$ cat src/rtl/adc_seq_pkg.sv
package adc_seq_pkg;
    localparam int CH_W    = 5;
    localparam int AVG_W   = 3;
    localparam int MAX_LOG = 4;

    typedef enum logic [1:0] {SLOT_PRIM, SLOT_SH0, SLOT_SH1, SLOT_TEMP} slot_e;
    typedef enum logic [1:0] {ST_IDLE, ST_START, ST_WAIT} state_e;

    typedef struct packed {
        logic [CH_W-1:0]  chan;
        logic [AVG_W-1:0] avg;
    } entry_t;

    function automatic logic [2:0] avg_log(input logic [AVG_W-1:0] code);
        return (int'(code) > MAX_LOG) ? 3'(MAX_LOG) : 3'(code);
    endfunction
endpackage

$ cat src/rtl/adc_seq_table.sv
module adc_seq_table
    import adc_seq_pkg::*;
#(
    parameter int N_ENT = 8,
    parameter int IDX_W = 3
) (
    input  logic             clk,
    input  logic             rst,
    input  logic             we,
    input  logic [IDX_W-1:0] waddr,
    input  entry_t           wdata,
    input  logic [IDX_W-1:0] raddr,
    output entry_t           rdata
);
    entry_t ent [N_ENT];

    for (genvar g = 0; g < N_ENT; g++) begin : g_ent
        always_ff @(posedge clk) begin
            if (rst)
                ent[g] <= '0;
            else if (we && waddr == IDX_W'(g))
                ent[g] <= wdata;
        end
    end

    assign rdata = ent[raddr];
endmodule

$ cat src/rtl/adc_seq_accum.sv
module adc_seq_accum
    import adc_seq_pkg::*;
#(
    parameter int DATA_W = 12,
    localparam int SUM_W = DATA_W + MAX_LOG
) (
    input  logic              clk,
    input  logic              rst,
    input  logic              clr,
    input  logic              done,
    input  logic [DATA_W-1:0] data,
    input  logic [2:0]        lg,
    output logic              group_end,
    output logic [DATA_W-1:0] avg
);
    logic [SUM_W-1:0] sum, sum_nx, shifted;
    logic [MAX_LOG:0] cnt, last_cnt;

    assign sum_nx    = sum + SUM_W'(data);
    assign last_cnt  = (MAX_LOG+1)'((1 << lg) - 1);
    assign group_end = done && (cnt == last_cnt);
    assign shifted   = sum_nx >> lg;
    assign avg       = shifted[DATA_W-1:0];

    always_ff @(posedge clk) begin
        if (rst || clr) begin
            sum <= '0;
            cnt <= '0;
        end else if (done) begin
            if (group_end) begin
                sum <= '0;
                cnt <= '0;
            end else begin
                sum <= sum_nx;
                cnt <= cnt + 1'b1;
            end
        end
    end
endmodule

$ cat src/rtl/adc_seq_irq.sv
module adc_seq_irq #(
    parameter int CNT_W = 8
) (
    input  logic             clk,
    input  logic             rst,
    input  logic             restart,
    input  logic             done,
    input  logic             pass_end,
    input  logic             mode,
    input  logic [CNT_W-1:0] num_smp,
    input  logic             en,
    input  logic             clr,
    output logic             flag,
    output logic             irq
);
    logic [CNT_W-1:0] cnt;
    logic             hit, set_ev;

    assign hit    = done && (cnt == num_smp);
    assign set_ev = pass_end || (mode && hit);
    assign irq    = flag & en;

    always_ff @(posedge clk) begin
        if (rst) begin
            cnt  <= '0;
            flag <= 1'b0;
        end else begin
            if (restart)
                cnt <= '0;
            else if (done)
                cnt <= hit ? '0 : cnt + 1'b1;
            if (set_ev)
                flag <= 1'b1;
            else if (clr)
                flag <= 1'b0;
        end
    end
endmodule

$ cat src/rtl/adc_avg_seq.sv
module adc_avg_seq
    import adc_seq_pkg::*;
#(
    parameter int N_ENT  = 8,
    parameter int DATA_W = 12,
    parameter int CNT_W  = 8,
    parameter logic [CH_W-1:0] SH0_CH  = 5'd16,
    parameter logic [CH_W-1:0] SH1_CH  = 5'd17,
    parameter logic [CH_W-1:0] TEMP_CH = 5'd24,
    localparam int IDX_W = (N_ENT > 1) ? $clog2(N_ENT) : 1
) (
    input  logic              clk,
    input  logic              rst,
    input  logic              run,
    input  logic              cfg_we,
    input  logic [IDX_W-1:0]  cfg_addr,
    input  logic [CH_W-1:0]   cfg_chan,
    input  logic [AVG_W-1:0]  cfg_avg,
    input  logic [IDX_W-1:0]  last_idx,
    input  logic [AVG_W-1:0]  sh0_avg,
    input  logic [AVG_W-1:0]  sh1_avg,
    input  logic [1:0]        sh_trig_int,
    input  logic [1:0]        sh_trig_pin,
    output logic              conv_start,
    output logic [CH_W-1:0]   conv_chan,
    input  logic              conv_done,
    input  logic [DATA_W-1:0] conv_data,
    output logic              res_valid,
    output logic [CH_W-1:0]   res_chan,
    output logic [DATA_W-1:0] res_data,
    input  logic              irq_mode,
    input  logic [CNT_W-1:0]  num_smp,
    input  logic              irq_en,
    input  logic              flag_clr,
    output logic              flag,
    output logic              irq
);
    state_e            st;
    slot_e             kind, nkind;
    logic [IDX_W-1:0]  idx, nidx;
    logic [1:0]        rdy, take;
    entry_t            cur_ent;
    logic [CH_W-1:0]   cur_chan;
    logic [AVG_W-1:0]  cur_avg;
    logic              acc_done, grp_end, pass_end, is_last;
    logic [DATA_W-1:0] avg_val;

    adc_seq_table #(.N_ENT(N_ENT), .IDX_W(IDX_W)) u_tab (
        .clk(clk), .rst(rst), .we(cfg_we), .waddr(cfg_addr),
        .wdata('{chan: cfg_chan, avg: cfg_avg}),
        .raddr(idx), .rdata(cur_ent)
    );

    always_comb begin
        case (kind)
            SLOT_SH0:  begin cur_chan = SH0_CH;       cur_avg = sh0_avg;     end
            SLOT_SH1:  begin cur_chan = SH1_CH;       cur_avg = sh1_avg;     end
            SLOT_TEMP: begin cur_chan = TEMP_CH;      cur_avg = '0;          end
            default:   begin cur_chan = cur_ent.chan; cur_avg = cur_ent.avg; end
        endcase
    end

    assign acc_done   = conv_done && (st == ST_WAIT);
    assign pass_end   = grp_end && (kind == SLOT_TEMP);
    assign conv_start = (st == ST_START);
    assign conv_chan  = cur_chan;
    assign is_last    = (idx == last_idx) || (idx == IDX_W'(N_ENT - 1));

    adc_seq_accum #(.DATA_W(DATA_W)) u_acc (
        .clk(clk), .rst(rst), .clr(st == ST_IDLE), .done(acc_done),
        .data(conv_data), .lg(avg_log(cur_avg)),
        .group_end(grp_end), .avg(avg_val)
    );

    adc_seq_irq #(.CNT_W(CNT_W)) u_irq (
        .clk(clk), .rst(rst), .restart(st == ST_IDLE), .done(acc_done),
        .pass_end(pass_end), .mode(irq_mode), .num_smp(num_smp),
        .en(irq_en), .clr(flag_clr), .flag(flag), .irq(irq)
    );

    // slot chooser: primary, then at most one ready sample-and-hold, temperature last
    always_comb begin
        nkind = SLOT_PRIM;
        nidx  = idx;
        take  = 2'b00;
        case (kind)
            SLOT_PRIM: begin
                if (rdy[0]) begin
                    nkind = SLOT_SH0;
                    take  = 2'b01;
                end else if (rdy[1]) begin
                    nkind = SLOT_SH1;
                    take  = 2'b10;
                end else if (is_last) begin
                    nkind = SLOT_TEMP;
                end else begin
                    nidx = idx + 1'b1;
                end
            end
            SLOT_TEMP: nidx = '0;
            default: begin
                if (is_last) nkind = SLOT_TEMP;
                else         nidx  = idx + 1'b1;
            end
        endcase
    end

    always_ff @(posedge clk) begin
        if (rst) begin
            st        <= ST_IDLE;
            kind      <= SLOT_PRIM;
            idx       <= '0;
            rdy       <= '0;
            res_valid <= 1'b0;
            res_chan  <= '0;
            res_data  <= '0;
        end else begin
            rdy       <= (rdy & ~(take & {2{grp_end}})) | sh_trig_int | sh_trig_pin;
            res_valid <= grp_end;
            if (grp_end) begin
                res_chan <= cur_chan;
                res_data <= avg_val;
            end
            case (st)
                ST_IDLE: if (run) begin
                    st   <= ST_START;
                    kind <= SLOT_PRIM;
                    idx  <= '0;
                end
                ST_START: st <= ST_WAIT;
                default: if (conv_done) begin
                    if (grp_end) begin
                        kind <= nkind;
                        idx  <= nidx;
                        st   <= run ? ST_START : ST_IDLE;
                    end else begin
                        st <= ST_START;
                    end
                end
            endcase
        end
    end
endmodule

$ cat config.mk
export PLATFORM = sky130hd
export DESIGN_NAME = adc_avg_seq
export DESIGN_NICKNAME = d
export VERILOG_FILES = /design/src/rtl/adc_seq_pkg.sv /design/src/rtl/adc_seq_table.sv /design/src/rtl/adc_seq_accum.sv /design/src/rtl/adc_seq_irq.sv /design/src/rtl/adc_avg_seq.sv
export SDC_FILE = /design/constraint.sdc
export NUM_CORES = 1
export LEC_CHECK = 0
export ABC_AREA = 1
export BUFFER_PORTS_ARGS = -buffer_cell sky130_fd_sc_hd__clkbuf_2
export CAP_MARGIN = 20
export CORE_UTILIZATION = 35
export CTS_CLUSTER_DIAMETER = 50
export DETAILED_ROUTE_END_ITERATION = 16
export GPL_ROUTABILITY_DRIVEN = 0
export PLACE_DENSITY = 0.59
export SLEW_MARGIN = 15
export SYNTH_ARGS = -nofsm -noshare
export SYNTH_HDL_FRONTEND = slang
export SYNTH_SLANG_ARGS = --single-unit
$ cat constraint.sdc
create_clock -name clk -period 3.23 [get_ports clk]
set_clock_uncertainty 0.2 [all_clocks]
set_input_delay 0.323 -clock clk [delete_from_list [all_inputs] [get_ports clk]]
set_output_delay 0.323 -clock clk [all_outputs]
set_load 0.01 [all_outputs]
==> metrics.yaml <==
setup_path:
  rrSetupSlack_ps: 370
  crit_type: "flip-flop to flip-flop"
  crit_path_start: "kind[0]"
  worstReg2RegStart: "kind[0]"
  r2r_end: "res_data[11]"
  cp.required_ps: 3330
  startpoint_type: "flip-flop"
  worstPathArrival_ps: 2960
  crit_fanout: 19
  endpoint_kind: "flip-flop"
  ff2ff_path_depth: 13
routing:
  via_per_inst: 4.907
  met2_length_um: 7659
  drc_errors: 0
  post_drt_wl_per_cell_um: 14.11
  drt_iter0_markers: 454
  drtPass1Iterations: 5
  top_layer_used: "met4"
  wl_um: 17500
  met3_length_um: 816
  wl_met1_um: 8812
  ant_nets: 0
  num_vias: 6085
layout:
  synthToLayoutAreaGrowth_pct: 19.82
  fin_area_um2: 8102
  drive_gt1_frac: 0.1480
  nNetsFinal: 1040
  final_util: 0.4302
  fillers: 1927
  antenna_cells: 0
sta:
  slew_headroom: 0.4198
  setup_viol: 0
  period_minus_slack_ps: 2856
  hold_violations: 0
  finalWorstSetupSlack_ps: 374.1
  period_share: 0.8842
  max_freq_ghz: 0.3502
  tightest_slew_ps: 869.3
  hold_ws_ps: 33.06
  slew_viol_final: 0
  tns_ps: 0
  rsz0062_at_grt: "no"
power:
  powerDensity_nw_per_um2: 539.6
  peakVddDrop_v: 0.0003972
  leakagePower_nw: 3.537
logic_synthesis:
  synth_edf_count: 64
  synth_area_um2: 6761
  netlist_instances: 878
  synth_most_common_cell: "nand2_1"
  synthArstFlopShare: 0
  yosysTopAreaCell: "edfxtp_1"
  ys_types: 46
  yosysSeqAreaShare: 0.4619
  yosys_most_used_dff: "edfxtp_1"
  synth_top_area_share: 0.2842
  yosys_warnings: 0
  postSynthAreaPerCell_um2: 7.701
  synth.net_count: 951
  synth_seq_cells: 124
  ys_top_cells_by_area: "edfxtp_1 28%, dfxtp_1 18%, nand2_1 12%"
  yosys-top-cells-count: "211 x nand2_1, 145 x nor2_1, 78 x inv_1, 64 x edfxtp_1, 60 x dfxtp_1"
cts:
  cts_tree: "done"
  cts.path.max_buffers: 2
  cts-root-buf: "clkbuf_16"
  cts_setup_buffers: 0
  htree_levels: 4
  clock_latency_ps: 420
  cts_buffers: 17
  clk_pin_slew_ps: 60
  clock-sinks: 124
worst_hold_path:
  hp-class: "primary input to flip-flop"
  worstHoldStart: "rst"
  worst_hold_path.num_cells: 2
  min_to: "rdy[1]"
global_route:
  grt_antenna_before_repair: 0
  grt_max_degree: 33
  grt_pass1_wl_um: 28540
  grt_pass1_vias: 5715
  globalRouteOverflowTotal: 0
  grt.total_usage: 0.1835
die:
  rows: 50
  die_y_um: 141.0
  initial_core_util: 0.3591
  die_area_um2: 19880
  die_x_um: 141.0
  coreArea_um2: 18830
  io_pins: 78
flow_run:
  max_cap_violations: 0
placement:
  pre_cts_slack_ps: 333.2
  placed_cell_area_um2: 7451
  io_buffer_count: 77
  dp_hpwl_um: 12870
status:
  status: "finished, final reports clean"
==> placed cells by master (no fill, tap or decap), drive strengths merged, types with 5 or more instances in the layout <==
cell type,synthesis,layout
o21ai,57,57
dfxtp,60,60
nand3,60,60
inv,83,87
xor2,13,13
or2,7,7
xnor2,7,7
edfxtp,64,64
o211ai,5,5
nand4,7,7
nor2,148,148
clkbuf,16,97
a21oi,57,57
clkinv,2,8
nand3b,5,5
nand2,215,215
ha,20,20
dlygate4sd3,0,5
nor3,7,7
buf,10,14
==> how the worst max path moves through the flow <==
| stage | end | depth (start not counted) |
|---|---|---|
| after floorplan | res_data[11] | 15 |
| after global placement | res_data[11] | 14 |
| after detailed placement | res_data[11] | 13 |
| after CTS | res_data[11] | 13 |
| after global routing | u_acc.sum[0] | 15 |
| final | res_data[11] | 13 |
==> flip-flops by register name (all words and copies together) (netlist names), named ones only <==
signal      count
res_chan        5
kind            2
res_data       12
u_irq.flag      1
st              2
u_tab.ent      64
idx             3
u_acc.cnt       5
res_valid       1
u_irq.cnt       8
u_acc.sum      16
rdy             2
==> metal layers <==
| metal | vias to the layer above | track usage |
|---|---|---|
| met1 | 2801 | 0.2620 |
| met4 | 0 | 0.05721 |
| met5 | - | 0 |
| li1 | 3099 | - |
| met2 | 165 | 0.2807 |
| met3 | 20 | 0.03295 |
==> through the flow <==
| step | instances | power (mW) |
|---|---|---|
| after floorplan | 878 | 2.279 |
| after global placement | 1203 | 2.494 |
| after detailed placement | 1203 | 2.496 |
| after CTS | 1240 | 4.394 |
| after global routing | 1240 | 4.555 |
| final | 1240 | 4.372 |
==> worst max-delay path: stages, from the launching register on <==
cell	delay [ps]
dfxtp_1	340
inv_1	90
ha_1	270
inv_1	150
a32oi_1	250
nand2_1	230
inv_4	190
nand2_2	240
inv_2	250
nand2_1	90
nand3_1	80
nand2_1	70
a21boi_0	190
a21oi_1	90
==> power breakdown <==
| group | internal [mW] | leakage [nW] | switching, mW | total (mW) |
|---|---|---|---|---|
| Clock | 1.13 | 0.291 | 0.763 | 1.90 |
| Combinational | 0.231 | 2.14 | 0.487 | 0.718 |
| Sequential | 1.73 | 1.10 | 0.0324 | 1.76 |
| Total | 3.09 | 3.54 | 1.28 | 4.37 |
==> kinds of logic (layout without fill, tap and decap cells) <==
family / after synthesis / count (layout) / synth area share
xor gates and xnor gates: 20 / 20 / 0.02591
and+or+nand+nor: 454 / 454 / 0.2807
DFF: 124 / 124 / 0.4619
buffers and inverters: 111 / 213 / 0.06828
AOI/OAI and AO/OA: 148 / 148 / 0.1232
adders and majority gates: 21 / 21 / 0.03997
==> timing repair <==
| action | 4_1_cts | 5_1_grt |
|---|---|---|
| hold buffers | 5 | 0 |
| resized for setup | 0 | 1 |
| hold endpoints to repair | 3 | 0 |
| setup endpoints to repair | 0 | 1 |
==> area by class of cell <==
cell class	count	area (um^2)	share of cell area
Clock buffer	20	500.5	0.06178
Tap cell	260	325.3	0.04015
Timing Repair Buffer	96	553.0	0.06826
Sequential cell	124	3123	0.3855
Clock inverter	12	97.59	0.01205
Inverter	85	325.3	0.04015
Multi-Input combinational cell	643	3177	0.3921
Power figures use the tool's default switching activity.
